==> config.mk <==
export PLATFORM = sky130hd
export DESIGN_NAME = exc_vector_unit
export DESIGN_NICKNAME = d
export VERILOG_FILES = /design/src/rtl/exc_vector_unit.sv
export SDC_FILE = /design/constraint.sdc
export NUM_CORES = 1
export LEC_CHECK = 0
export BUFFER_PORTS_ARGS = -buffer_cell sky130_fd_sc_hd__buf_2
export CAP_MARGIN = 20
export CORE_ASPECT_RATIO = 1.25
export CORE_MARGIN = 5
export CORE_UTILIZATION = 35
export DETAILED_ROUTE_END_ITERATION = 6
export PLACE_DENSITY = 0.67
export SYNTH_ARGS = -nofsm -noshare
export SYNTH_HDL_FRONTEND = slang
export SYNTH_SLANG_ARGS = --single-unit
==> constraint.sdc <==
create_clock -name clk -period 3.24 [get_ports clk]
set_clock_uncertainty 0.1 [all_clocks]
set_input_delay 0.81 -clock clk [delete_from_list [all_inputs] [get_ports clk]]
set_output_delay 0.81 -clock clk [all_outputs]
set_load 0.05 [all_outputs]
==> src/rtl/exc_vector_unit.sv <==
module exc_vector_unit #(
  parameter int XLEN   = 64,
  parameter int CODE_W = 5
) (
  input  logic              clk,
  input  logic              rst_n,
  input  logic              raise_i,
  input  logic [CODE_W-1:0] code_i,
  input  logic [1:0]        cop_i,
  input  logic [XLEN-1:0]   pc_i,
  input  logic              delay_slot_i,
  input  logic              exl_i,
  input  logic              bev_i,
  input  logic              ux_i,
  input  logic              sx_i,
  input  logic              kx_i,
  input  logic [XLEN-1:0]   bad_addr_i,
  input  logic [2:0]        xlat_err_i,
  input  logic              xlat_store_i,
  output logic              redirect_o,
  output logic [XLEN-1:0]   vector_o,
  output logic              unsupported_o,
  output logic              exl_set_o,
  output logic              epc_we_o,
  output logic [XLEN-1:0]   epc_o,
  output logic              bd_o,
  output logic [CODE_W-1:0] cause_code_o,
  output logic [1:0]        cause_cop_o,
  output logic              map_valid_o,
  output logic [CODE_W-1:0] map_code_o
);
  localparam int HI = XLEN - 32;
  localparam logic [XLEN-1:0] V_GEN  = {{HI{1'b1}}, 32'h8000_0180};
  localparam logic [XLEN-1:0] V_WIDE = {{HI{1'b1}}, 32'h8000_0080};
  localparam logic [XLEN-1:0] V_NARR = {{HI{1'b1}}, 32'h8000_0000};
  localparam logic [2:0] E_MISS = 3'd1, E_INV = 3'd2, E_MOD = 3'd3, E_DIS = 3'd4;

  logic is_general, is_xlat, wide, fast, ok;
  logic [XLEN-1:0] vec_n;

  always_comb begin
    case (code_i)
      5'd0, 5'd1, 5'd4, 5'd5, 5'd6, 5'd7, 5'd8, 5'd9,
      5'd10, 5'd11, 5'd12, 5'd13, 5'd15, 5'd23: is_general = 1'b1;
      default: is_general = 1'b0;
    endcase
  end

  assign is_xlat = (code_i == 5'd2) || (code_i == 5'd3);

  always_comb begin
    case (bad_addr_i[XLEN-1 -: 2])
      2'b00:   wide = ux_i;
      2'b01:   wide = sx_i;
      2'b11:   wide = kx_i;
      default: wide = 1'b0;
    endcase
  end

  assign fast  = is_xlat && !exl_i && (xlat_err_i != E_INV);
  assign vec_n = fast ? (wide ? V_WIDE : V_NARR) : V_GEN;
  assign ok    = (is_general || is_xlat) && !bev_i;

  always_ff @(posedge clk) begin
    if (!rst_n) begin
      redirect_o    <= 1'b0;
      unsupported_o <= 1'b0;
      exl_set_o     <= 1'b0;
      epc_we_o      <= 1'b0;
      vector_o      <= '0;
      epc_o         <= '0;
      bd_o          <= 1'b0;
      cause_code_o  <= '0;
      cause_cop_o   <= '0;
    end else begin
      redirect_o    <= raise_i && ok;
      unsupported_o <= raise_i && !ok;
      exl_set_o     <= raise_i;
      epc_we_o      <= raise_i && !exl_i;
      if (raise_i) begin
        vector_o     <= vec_n;
        cause_code_o <= code_i;
        cause_cop_o  <= cop_i;
        if (!exl_i) begin
          epc_o <= delay_slot_i ? pc_i - XLEN'(4) : pc_i;
          bd_o  <= delay_slot_i;
        end
      end
    end
  end

  always_comb begin
    map_valid_o = 1'b1;
    case (xlat_err_i)
      E_MISS, E_INV: map_code_o = xlat_store_i ? CODE_W'(3) : CODE_W'(2);
      E_MOD:         map_code_o = CODE_W'(1);
      E_DIS:         map_code_o = xlat_store_i ? CODE_W'(5) : CODE_W'(4);
      default: begin
        map_code_o  = '0;
        map_valid_o = 1'b0;
      end
    endcase
  end

  a_r9_one_result: assert property (@(posedge clk) disable iff (!rst_n)
    $onehot0({redirect_o, unsupported_o}));
  a_r9_follows_raise: assert property (@(posedge clk) disable iff (!rst_n)
    (redirect_o || unsupported_o) |-> $past(raise_i));
  a_r3_exl_each_raise: assert property (@(posedge clk) disable iff (!rst_n)
    $past(raise_i) |-> exl_set_o && (redirect_o || unsupported_o));
  a_r1_epc_hold: assert property (@(posedge clk) disable iff (!rst_n)
    epc_we_o |-> !$past(exl_i));
  a_r7_bev_blocks: assert property (@(posedge clk) disable iff (!rst_n)
    redirect_o |-> !$past(bev_i));
  a_r2_delay_epc: assert property (@(posedge clk) disable iff (!rst_n)
    (epc_we_o && bd_o) |-> epc_o == $past(pc_i) - XLEN'(4));
  always_comb begin
    a_r10_map_range: assert (!map_valid_o || (map_code_o >= CODE_W'(1) && map_code_o <= CODE_W'(5)));
  end
endmodule

=== After elaboration in Yosys (flattened, before gate mapping) ===
Memory sizes are Yosys's and may differ from the RTL's.
Index checks and enable logic that the tools add are counted.

* Memories kept: 1
* Output and inout bits: 146
* Memory bits (read-only): 32
* Input bits: 148
* Word-level logic and storage cells: 44
* Register bits: 140

{| class="wikitable"
|+ Memory list
! name !! words !! bits a word !! read ports !! clocked after memory_dff !! write ports !! line !! RTL
|-
| (no name shown) || 32 || 1 || 1 || 0 || 0 || 42 || <nowiki>case (code_i)</nowiki>
|}

* Eq/ne operators: 9
* Bitwise operators: 1
* Reduce and logical (&&, ||, !) cells: 15
* Add/sub/neg operators: 1
* Mux-type cells: 8

{| class="wikitable"
|+ Operators with widths
! cell !! number
|-
| two-way mux 64 bit || 1
|-
| subtractor 64 x 3 -> 64 bit (second input constant) || 1
|-
| equality test 5 x 2 -> 1 bit (second input constant) || 2
|-
| two-way mux 9 bit || 1
|-
| one-hot mux 3 bit (3 select lines) || 1
|-
| two-way mux 8 bit || 1
|-
| equality test 3 x 2 -> 1 bit (second input constant) || 2
|-
| logical AND 1 bit || 6
|-
| OR reduction 4 bit || 1
|-
| equality test 3 x 1 -> 1 bit (second input constant) || 1
|-
| equality test 3 bit (second input constant) || 1
|-
| zero test 1 bit || 3
|-
| two-way mux 1 bit || 3
|-
| inequality test 3 x 2 -> 1 bit (second input constant) || 1
|-
| one-hot mux 1 bit (3 select lines) || 1
|-
| equality test 2 x 1 -> 1 bit (second input constant) || 1
|-
| equality test 2 bit (second input constant) || 1
|-
| zero test 2 bit || 1
|-
| logical OR 1 bit || 2
|-
| AND reduction 2 bit || 1
|-
| OR reduction 2 bit || 1
|-
| inverter 1 bit || 1
|}

=== Longest topological paths before layout ===
* Depth after elaboration: 6
* Mapped depth: 10
* Mapped depth without buffers: 7

=== Worst setup path after synthesis ===
OpenSTA, ideal clock, no wires.

* Kind: input-to-reg
* From: input port pc_i[2]
* To: register epc_o[50]
* Data arrival time: 2.849 ns
* Buffers on the path: 2
* Slack: 0.217 ns
* Stages on the path: 9
* Setup time: 0.074 ns
* Required time: 3.066 ns
* Path through: inv_1 -> ha_1 -> nor4bb_1 -> buf_4 -> nand4_4 -> or4_1 -> buf_2 -> or4_1 -> a31oi_1

* Cells in the longest elaborated chain, start to end: 2

{| class="wikitable"
|+ Ends and longest elaborated chain
! item !! line !! RTL
|-
| start: declaration || 10 || <nowiki>input logic [XLEN-1:0] pc_i,</nowiki>
|-
| subtractor 64 x 3 -> 64 bit || 85 || <nowiki>epc_o <= delay_slot_i ? pc_i - XLEN'(4) : pc_i;</nowiki>
|-
| two-way mux 64 bit || 85 ||
|-
| end signal: assignment || 85 ||
|-
| end: declaration || 25 || <nowiki>output logic [XLEN-1:0] epc_o,</nowiki>
|}

Every way passes these cells.
A chain may end at the register's enable or synchronous reset.

=== Worst setup path after layout ===
* From: input port pc_i[2]
* To: register epc_o[52]

The elaborated chain is that of the path after synthesis.

==> summary.md <==
| Metric | Value |
|---|---|
| Worst endpoint required time | `3.41 ns` |
| Deepest clock path buffer count | `2` |
| Worst Setup SP | `pc_i[2]` |
| Layout cells sized above 1 | `between 30% and 40%` |
| Synth Area in Compound Gates | `16.1%` |
| Depth of the worst register-to-register path | `2` |
| Worst reg2reg path startpoint | `vector_o[62]` |
| Maximum clock rate | `328 MHz` |
| Crit-path leading delay family | `simple AND/OR/NAND/NOR gates` |
| DR pass1 iterations | `4` |
| Synth area leader | `dfxtp_1` |
| Synth area leaders | `dfxtp_1 (33%), buf_4 (10%), xnor2_1 (5.0%), o21ai_0 (4.5%), nor2_1 (4.0%)` |
| Final Hold Violating Endpoints | `0` |
| Pin count of the biggest net entering global routing | `88` |
| CP arrival | `3.21 ns` |
| Wire per inst | `15.9 µm` |
| All-Layer GR Usage | `18.2%` |
| RSZ-0062 raised after global routing | `no` |
| XOR/XNOR Fraction of Synth Area | `roughly 7.0%` |
| Fin nets | `approximately 920` |
| I/O Buffers | `200` |
| Final core utilization | `46.3%` |
| Slew HR | `48.8%` |
| Mean Syn Cell Area | `8.10 µm²` |
| Critical-path maximum fanout | `15` |
| Hold path cells | `2` |
| Critical-path cell list | `buf_2 -> inv_1 -> ha_1 -> nor4bb_1 -> buf_4 -> nand4_4 -> or4_1 -> buf_4 -> or4_1 -> a31oi_1` |
| EDFF count, synth | `0` |
| Root cell of the clock tree | `clkbuf_16` |
| Post-CTS Hold Buffers | `0` |
| VDD IR max | `265 µV` |
| Die ar. | `16100 µm²` |
| Initial core utilization | `between 30% and 40%` |
| Drt total wl | `15.1 mm` |
| Post-DRT Antenna Nets | `0` |
| CTS Sinks | `79` |
| Count of final max-slew check failures | `0` |
| Final Instance Count excl. Fillers | `around 950` |
| Most common cell in the netlist | `dfxtp_1` |
| Minimum clock period | `3.05 ns` |
| Pre-CTS setup slack | `-0.110 ns` |
| Mapped Cells | `589` |
| Adder-cell share of the synthesized area | `less than 1%` |
| Core ar. | `13300 µm²` |
| Worst slew pin tran | `0.766 ns` |
| Setup crit start kind | `primary input` |
| RR Endpoint | `vector_o[62]` |
| Slowest-stage cell, CP | `or4_1` |
| Worst Setup EP | `epc_o[52]` |
| Clock latency on the worst-skew pair | `0.34 ns` |
| Ys Warns | `0` |
| Via count | `4847` |
| Postcts setup bufs | `0` |
| Die width | `114 µm` |
| Overflow after GRT | `0` |
| Critical Path Stages | `10` |
| Crit path kind | `primary input to flop` |
| First-pass GRT wire length | `23.5 mm` |
| CTS H-tree lvls | `3` |
| Post-DP HPWL | `about 12 mm` |
| Simple-gate share of the synthesized area | `approximately a quarter` |
| Drt drc | `0` |
| Final setup viols | `0` |
| Power density over the cells | `514 nW/µm²` |
| Area share of the leading cell type in the synthesized netlist | `33.2%` |
| Initial antenna violation count | `0` |
| Area Growth Syn to Fin | `29.1%` |
| Highest cell delay on the worst timing path | `0.52 ns` |
| Main combinational cell family by area after synthesis | `simple AND/OR/NAND/NOR gates` |
| CP Buf/Inv Count | `4` |
| Mux cell area share after synthesis | `3.25%` |
| CTS resizes | `0` |
| R2r setup slk | `2.05 ns` |
| Final period util | `between 90% and 100%` |
| Max Cap Viol | `0` |
| Synth Flop Type | `dfxtp_1` |
| RD Place Congestion | `0.895` |
| Seq cells post-synth | `around 80` |
| Hold Path Class | `flop to flop` |
| Total CTS buffers | `9` |
| Starting DRT DRC Count | `233` |
| Vias per cell | `between 5 and 6` |
| Setup TNS | `0 ns` |
| Placed cell count | `933` |
| Post-synthesis sequential area ratio | `33.2%` |
| Site Rows | `47` |
| Netlist cell types | `52` |
| Hold Startpoint | `epc_o[3]` |
| Mapped cell area | `4770 µm²` |
| IO Pins | `294` |
| Vias in the first global route | `4585` |
| DIE HEIGHT | `141 µm` |
| CTS tree | `built` |
| CP endpoint kind | `flop` |
| Outcome | `finished, final reports clean` |
| Worst setup margin | `0.195 ns` |
| Clock transition at path regs | `0.07 ns` |
| Antenna cells | `0` |
| Synth top cells by count | `dfxtp_1 (79), buf_4 (64), nor2_1 (51), o21ai_0 (43), nand2_1 (33)` |
| Leakage | `0.00266 µW` |
| Asr flop ratio synth | `0%` |
[kinds of logic after synthesis]
family / count (synthesis)
multiplexers: 15
XOR/XNOR: 38
other: 1
adder cells (fa/ha/maj): 1
AO/OA/AOI/OAI: 128
buffers and inverters: 103
flip-flops: 79
AND/OR/NAND/NOR: 224
[routing by layer]
| metal | global-route usage, % | vias to the layer above | part of all wire, % |
|---|---|---|---|
| met1 | 21.1 | 2209 | 39 |
| met2 | 32.9 | 192 | 51 |
| met4 | 5.57 | 0 | 1.1 |
| li1 | - | 2435 | - |
| met5 | 0 | - | 0 |
| met3 | 3.80 | 11 | 8.3 |
[cell usage in the layout, fill, tap and decap left out, types with 4 or more instances in the layout]
cell type	netlist	final
a211oi_1	14	14
a21oi_1	32	32
a31oi_1	14	14
buf_2	1	200
buf_4	64	37
bufinv_16	0	4
clkbuf_16	0	9
conb_1	1	31
dfxtp_1	79	79
inv_1	8	8
mux2_2	4	4
mux2i_1	11	11
nand2_1	33	33
nand2b_1	6	6
nand3_1	17	17
nand3b_1	4	4
nand4_1	13	13
nand4b_1	4	4
nor2_1	51	51
nor3_1	20	20
nor4_1	25	25
nor4b_1	4	4
o211ai_1	5	5
o21ai_0	43	43
o31ai_1	10	10
or3_1	9	9
or4_1	21	21
xnor2_1	27	27
xor2_1	11	11
[power by group]
group	internal [µW]	switching, µW	leakage [µW]
clock network	834	431	0.000172
logic	194	635	0.00184
registers	1040	34.6	0.000652
[registers in the layout, indices dropped and copies added (netlist names)]
signal,cells
epc_we_o,1
bd_o,1
vector_o,3
epc_o,64
cause_code_o,5
unsupported_o,1
exl_set_o,1
cause_cop_o,2
redirect_o,1
[worst min-delay path, stage by stage, from the launching register on]
cell     delay [ns]
dfxtp_1        0.31
nand2_1        0.05
a21oi_1        0.05
[metrics by stage]
step	hold slack, ns	power, µW	area (µm²)
floorplan	0.571	1740	4880
global placement	0.336	1920	5790
detailed placement	0.342	1920	5790
CTS	0.350	3210	6160
global route	0.363	3300	6160
finish	0.346	3160	6160
[layout make-up]
class                      instances  area [µm²]
timing repair buffer             238        1300
multi-input combinational        437        2660
clock inverter                     7         144
fill                            1375        7130
sequential                        79        1580
tap                              171         214
inverter                           8        30.0
clock buffer                       9         225
[worst min-delay path by stage]
stage	slack (ns)	to
global placement	0.34	epc_o[3]
floorplan	0.57	epc_o[3]
CTS	0.35	epc_o[3]
detailed placement	0.34	epc_o[3]
finish	0.35	epc_o[3]
global route	0.36	epc_o[3]
Note: power is estimated with default switching activity, not from simulation.
